--- src/rtl/codec_cmd_shifter.sv ---
module codec_cmd_shifter #(
  parameter int ADDR_W = 8,
  parameter logic [ADDR_W-1:0] DATA_ADDR     = 8'h04,
  parameter logic [ADDR_W-1:0] CLOSE_ADDR    = 8'h08,
  parameter logic [ADDR_W-1:0] OPEN_OUT_ADDR = 8'h0C,
  parameter int OUT_BITS = 16,
  parameter int IN_BITS  = 32,
  parameter int CLK_HI   = 2,
  localparam int CNT_W = $clog2(IN_BITS + 1),
  localparam int HI_W  = $clog2(CLK_HI + 1)
) (
  input  logic              clk,
  input  logic              rst_n,
  input  logic [ADDR_W-1:0] bus_addr,
  input  logic              bus_rd,
  input  logic              bus_wr,
  input  logic [7:0]        bus_wdata,
  output logic              out_sel_n,
  output logic              in_sel_n,
  output logic              ser_clk,
  output logic              ser_data,
  output logic [CNT_W-1:0]  bit_count
);

  typedef enum logic [1:0] {PH_IDLE, PH_SETUP, PH_HIGH} phase_t;

  localparam logic [CNT_W-1:0] OUT_LIM = CNT_W'(OUT_BITS);
  localparam logic [CNT_W-1:0] IN_LIM  = CNT_W'(IN_BITS);
  localparam logic [HI_W-1:0]  HI_LIM  = HI_W'(CLK_HI);

  phase_t          phase;
  logic            open_out, open_in;
  logic [HI_W-1:0] hi_cnt;

  wire rd_close    = bus_rd && bus_addr == CLOSE_ADDR;
  wire rd_open_out = bus_rd && bus_addr == OPEN_OUT_ADDR;
  wire rd_open_in  = bus_rd && bus_addr == DATA_ADDR;
  wire [CNT_W-1:0] limit = open_out ? OUT_LIM : IN_LIM;
  wire take_bit = bus_wr && !bus_rd && bus_addr == DATA_ADDR &&
                  (open_out || open_in) && phase == PH_IDLE && bit_count < limit;

  assign out_sel_n = !open_out;
  assign in_sel_n  = !open_in;

  always_ff @(posedge clk or negedge rst_n) begin
    if (!rst_n) begin
      open_out  <= 1'b0;
      open_in   <= 1'b0;
      phase     <= PH_IDLE;
      hi_cnt    <= '0;
      ser_clk   <= 1'b0;
      ser_data  <= 1'b0;
      bit_count <= '0;
    end else if (rd_close) begin
      open_out <= 1'b0;
      open_in  <= 1'b0;
      phase    <= PH_IDLE;
      ser_clk  <= 1'b0;
    end else if (rd_open_out || rd_open_in) begin
      open_out  <= rd_open_out;
      open_in   <= rd_open_in;
      phase     <= PH_IDLE;
      ser_clk   <= 1'b0;
      bit_count <= '0;
    end else begin
      case (phase)
        PH_IDLE: if (take_bit) begin
          ser_data <= bus_wdata[7];
          phase    <= PH_SETUP;
        end
        PH_SETUP: begin
          ser_clk   <= 1'b1;
          bit_count <= bit_count + 1'b1;
          hi_cnt    <= HI_W'(1);
          phase     <= PH_HIGH;
        end
        PH_HIGH: begin
          if (hi_cnt == HI_LIM) begin
            ser_clk <= 1'b0;
            phase   <= PH_IDLE;
          end else begin
            hi_cnt <= hi_cnt + 1'b1;
          end
        end
        default: phase <= PH_IDLE;
      endcase
    end
  end

endmodule

--- config.mk ---
export PLATFORM = sky130hd
export DESIGN_NAME = codec_cmd_shifter
export DESIGN_NICKNAME = d
export VERILOG_FILES = /design/src/rtl/codec_cmd_shifter.sv
export SDC_FILE = /design/constraint.sdc
export NUM_CORES = 1
export LEC_CHECK = 0
export BUFFER_PORTS_ARGS = -buffer_cell sky130_fd_sc_hd__buf_2
export CORE_MARGIN = 2
export CORE_UTILIZATION = 49
export DETAILED_ROUTE_END_ITERATION = 8
export PLACE_DENSITY = 0.78
export RECOVER_POWER = 100
export SLEW_MARGIN = 20
export SYNTH_ARGS = -nofsm -noshare
export SYNTH_HDL_FRONTEND = slang
export SYNTH_SLANG_ARGS = --single-unit
--- constraint.sdc ---
create_clock -name clk -period 2.3 [get_ports clk]
set_input_delay 0.46 -clock clk [delete_from_list [all_inputs] [get_ports clk]]
set_output_delay 0.46 -clock clk [all_outputs]
set_load 0.02 [all_outputs]
== Word level (Yosys, flattened, before mapping) ==
Index checks and enable logic that the tools add are counted.
Word-level totals
  bits in read-only memories: 0
  memories: 0
  latch bits: 0
  logic and storage cells: 62
  input bits: 20
  output and inout bits: 10
  register bits after elaboration: 14
  bits in writable memories: 0
Operators by class
  add/sub/neg operators: 2
  equal/unequal tests: 9
  reduce and logical (&&, ||, !) cells: 23
  divide/modulo/power cells: 0
  order comparisons: 1
  bitwise operators: 2
  multiply operators: 0
  shifts and indexed selects: 0
  muxes and demuxes: 18
Operators with widths (number)
  6-bit two-way mux: 3
  8-bit by 4-bit equality test with 1-bit output, second input constant: 2
  2-bit two-way mux: 5
  8-bit by 3-bit equality test with 1-bit output, second input constant: 1
  1-bit logical AND: 8
  4-bit AND reduction: 2
  1-bit two-way mux: 7
  6-bit by 1-bit adder with 6-bit output, second input constant: 1
  6-bit less-than comparator: 1
  2-bit one-hot mux with 3 select lines: 1
  2-bit AND reduction: 3
  2-bit nonzero test: 3
  2-bit equality test, second input constant: 2
  4-bit by 3-bit != test with 1-bit output, second input constant: 1
  4-bit != test, second input constant: 1
  2-bit one-hot mux with 2 select lines: 1
  4-bit nonzero test: 1
  1-bit zero test: 3
  2-bit by 1-bit adder with 2-bit output, second input constant: 1
  2-bit by 1-bit equality test with 1-bit output, second input constant: 1
  2-bit zero test: 1
  1-bit logical OR: 2
  2-bit != test, second input constant: 1
  1-bit inverter: 2
  1-bit one-hot mux with 2 select lines: 1

== Depth between registers and ports, before layout ==
  word-level depth: 10
  depth in mapped cells: 6
  mapped depth without buffers: 6

== Worst setup path after synthesis ==
Ideal clock, no wire load.
  kind: register -> register
  start: register bit_count[5]
  end: register ser_data
  path buffers: 0
  stages on the path, launching flop included: 6
  setup time: 128 ps
  setup slack: 572 ps
  arrival: 1601 ps
  period minus slack after synthesis: 1728 ps
  required time: 2172 ps
  cells stage by stage: dfrtp_1 ha_1 nand4bb_4 nor4b_4 nand3_1 mux2_1
On the way
  cells in the longest elaborated chain, start to end: 3
RTL lines
  start, declared: RTL line 22  | output logic [CNT_W-1:0] bit_count
  start signal, assigned: RTL line 73  | bit_count <= bit_count + 1'b1;
  6-bit less-than comparator: RTL line 40  | (open_out || open_in) && phase == PH_IDLE && bit_count < limit;
  1-bit logical AND: RTL line 40
  4-bit AND reduction (no line)
  end signal, assigned: RTL line 68  | ser_data <= bus_wdata[7];
  end, declared: RTL line 21  | output logic ser_data,
Every way passes these cells.
A chain may end at the register's enable or synchronous reset.

== Final worst setup path ==
  start: register phase[0]
  end: register ser_data
On the way
  cells in the longest elaborated chain, start to end: 4
RTL lines
  start, declared: RTL line 31  | phase_t phase;
  start signal, assigned: RTL line 49  | phase <= PH_IDLE;
  start signal, assigned: RTL line 57  | phase <= PH_IDLE;
  start signal, assigned: RTL line 62  | phase <= PH_IDLE;
  2-bit zero test (*): RTL line 40, 66
  1-bit logical AND (2 in a row): RTL line 40
  4-bit AND reduction (no line) (*)
Every way passes the cells marked *; elsewhere a longest branch is shown, timed or not.

==> flow_summary.toml <==
[pwr]
p_per_area_nw_per_um2 = 810.5
ir_drop_uv = 510.1
p_leak_nw = 0.4264

[routing]
first_pass_iters = 4
routed_via_density = 5.463
ant_nets = 0
drt-total-wl_mm = 1.794
drtIter0Drc = 17
vias = 732
drc_errors = 0
wl_per_cell_um = 13.39

[clocking]
cts.clk_slew.worst_paths_ps = 90
clk_path_buf_depth = 2
cts_max_level = 1
ctsResizeCount = 0
postCtsSetupBuffers = 0
worstSkewPairLatency_ps = 290
cts-root-buf = "clkbuf_4"
numCtsBuffers = 3
clkSinkCount = 14
cts_tree = "built"
ctsHoldBuffers = 0

[final_layout]
fillers = 176
drive_above_1_share = 0.1560
layout.nets = 138
ff_latch_area_sq_um = 350.3
antenna_cells = 0
syn_to_final_growth_pct = 13.16
multi_input_area_sq_um = 500.5
fin_area_sq_um = 1022

[synth]
avgSynthCellArea_sq_um = 10.38
synth_common_cells = "14 x dfrtp_1, 11 x nor2_1, 7 x ha_1, 6 x inv_1, 6 x nand2_1"
synth_cell_types = 31
synth_warnings = 0
synth_nets = 114
synthesis.area_sq_um = 903.4
synth_edf_count = 0
ys_ff_latch = 14
synthesis.instances = 87
ys.flop_type = "dfrtp_1"
synthArstFlopShare = 1.000
post-synth-top-count-cell = "dfrtp_1"
synth_area_leader_cell = "dfrtp_1"
ys_top_cells_by_area = "dfrtp_1 39%, ha_1 9.7%, a41oi_1 4.8%, nor2_1 4.6%, nand4bb_4 3.0%"
yosysSeqAreaShare = 0.3878
synthDominantCellAreaShare = 0.3878

[sta]
finalSetupTns_ps = 0
hold_violations = 0
worst_pin_slew_ps = 756.6
period_needed_ps = 1783
setup_slack_ps = 517.2
slew_violations = 0
setup_viol = 0
fmax_mhz = 560.9
slew_headroom = 0.4956
whs_ps = 205.9
rsz0062_at_grt = "false"
fin_crit_sh = 0.7751
finalClockSkew_ps = 8.051

[critical_path]
cp_slowest_cell = "dfrtp_1"
critPathMaxStageDelay_ps = 440
crit_chain = "inv_1, ha_1, nand4bb_4, nor4b_4, nand3_1, mux2_1"
endpoint = "ser_data"
r2r_setup_slack_ps = 520
cp-start-kind = "flip-flop"
worstPathArrival_ps = 1950
reg2reg_from = "phase[0]"
critPathCaptureType = "flip-flop"
crit_start = "phase[0]"
worst_r2r_path_depth = 6
r2r_end = "ser_data"
cp_max_fo = 4
cp.required_ps = 2470
path_class = "reg2reg"

[place]
dp_hpwl_mm = 1.412
routabilityCongestion = 0.7315
place_ws_ps = 355.2
portBuffers = 22
dpl-instance-area_sq_um = 1018

[global_route]
grt-ovfl-total = 0
grt_max_degree = 15
grt_pass1_vias = 636
antenna_found_initial = 0
grt_pass1_wl_mm = 2.746
grt.total_usage = 0.1857

[floorplanning]
die_y_um = 46.94
start_util = 0.5232
die-area_sq_um = 2203
die_w_um = 46.94
core-area_sq_um = 1727
io_pins = 30
rows = 15

[hold_path]
hp-class = "in2async"

[job]
cap_violations = 0

[status]
outcome = "finished, final reports clean"
cells in the final DEF (no fill, tap or decap), drive strengths merged, types with 2 or more instances in the layout:
master and instances:
clkbuf 15, dfrtp 14, nor2 11, buf 10, ha 7, inv 6
nand2 6, a41oi 5, nand3 5, nor2b 4, o21ai 4, xnor2 3
mux2 3, mux2i 2
worst min path at each step:
stage                      from           end  slack [ps]  cells after the start
after floorplan           rst_n  bit_count[0]         160                      0
after global placement    rst_n       ser_clk         370                      1
after detailed placement  rst_n     hi_cnt[1]         370                      1
after CTS                 rst_n     hi_cnt[1]          60                      1
after global routing      rst_n     hi_cnt[1]         240                      1
final                     rst_n     hi_cnt[1]         210                      1
cell families after synthesis:
kind of cell | synth area share
and+or+nand+nor | 0.2424
AOI/OAI and AO/OA | 0.1260
DFF | 0.3878
buffers and inverters | 0.05401
adders and majority gates | 0.09695
muxes | 0.06371
xor gates and xnor gates | 0.02909
through the flow:
stage	instances	total power [W]	util
3_5_place_dp	131	0.0007103	0.5899
2_1_floorplan	87	0.0006010	-
6_report	134	0.0008286	0.5920
5_1_grt	134	0.0008925	0.5920
4_1_cts	134	0.0008543	0.6029
3_3_place_gp	131	0.0006885	0.5899
flip-flops by register name, summed over array words and instances, names as in the netlist:
name / cells
bit_count: 6
hi_cnt: 2
phase: 2
open_in: 1
open_out: 1
ser_clk: 1
ser_data: 1
critical path, delay by kind of cell, from the launching register on:
| family | cells | cell delay, ps |
|---|---|---|
| simple gates | 3 | 580 |
| flops | 1 | 440 |
| mux | 1 | 320 |
| fa+ha+maj | 1 | 230 |
| buf+inv | 1 | 100 |
power breakdown:
part | leakage [nW] | switching [W] | internal [W]
Sequential | 0.172 | 0.0000654 | 0.000317
Combinational | 0.241 | 0.000187 | 0.000117
Clock | 0.0138 | 0.0000811 | 0.0000609
layout make-up:
cell class,instances,share of cell area
inverters,6,0.02203
clock buffers,3,0.02203
repair buffers,22,0.09302
multi-input cells,64,0.4896
flip-flops and latches,14,0.3427
well taps,25,0.03060
routing by layer:
metal | vias to the layer above | share of wire | track usage
met5 | - | 0 | 0
met4 | 0 | 0.023 | 0.1167
met3 | 5 | 0.046 | 0.03462
met2 | 19 | 0.45 | 0.2959
met1 | 348 | 0.47 | 0.2313
li1 | 360 | - | -
(Power assumes the default switching activity.)
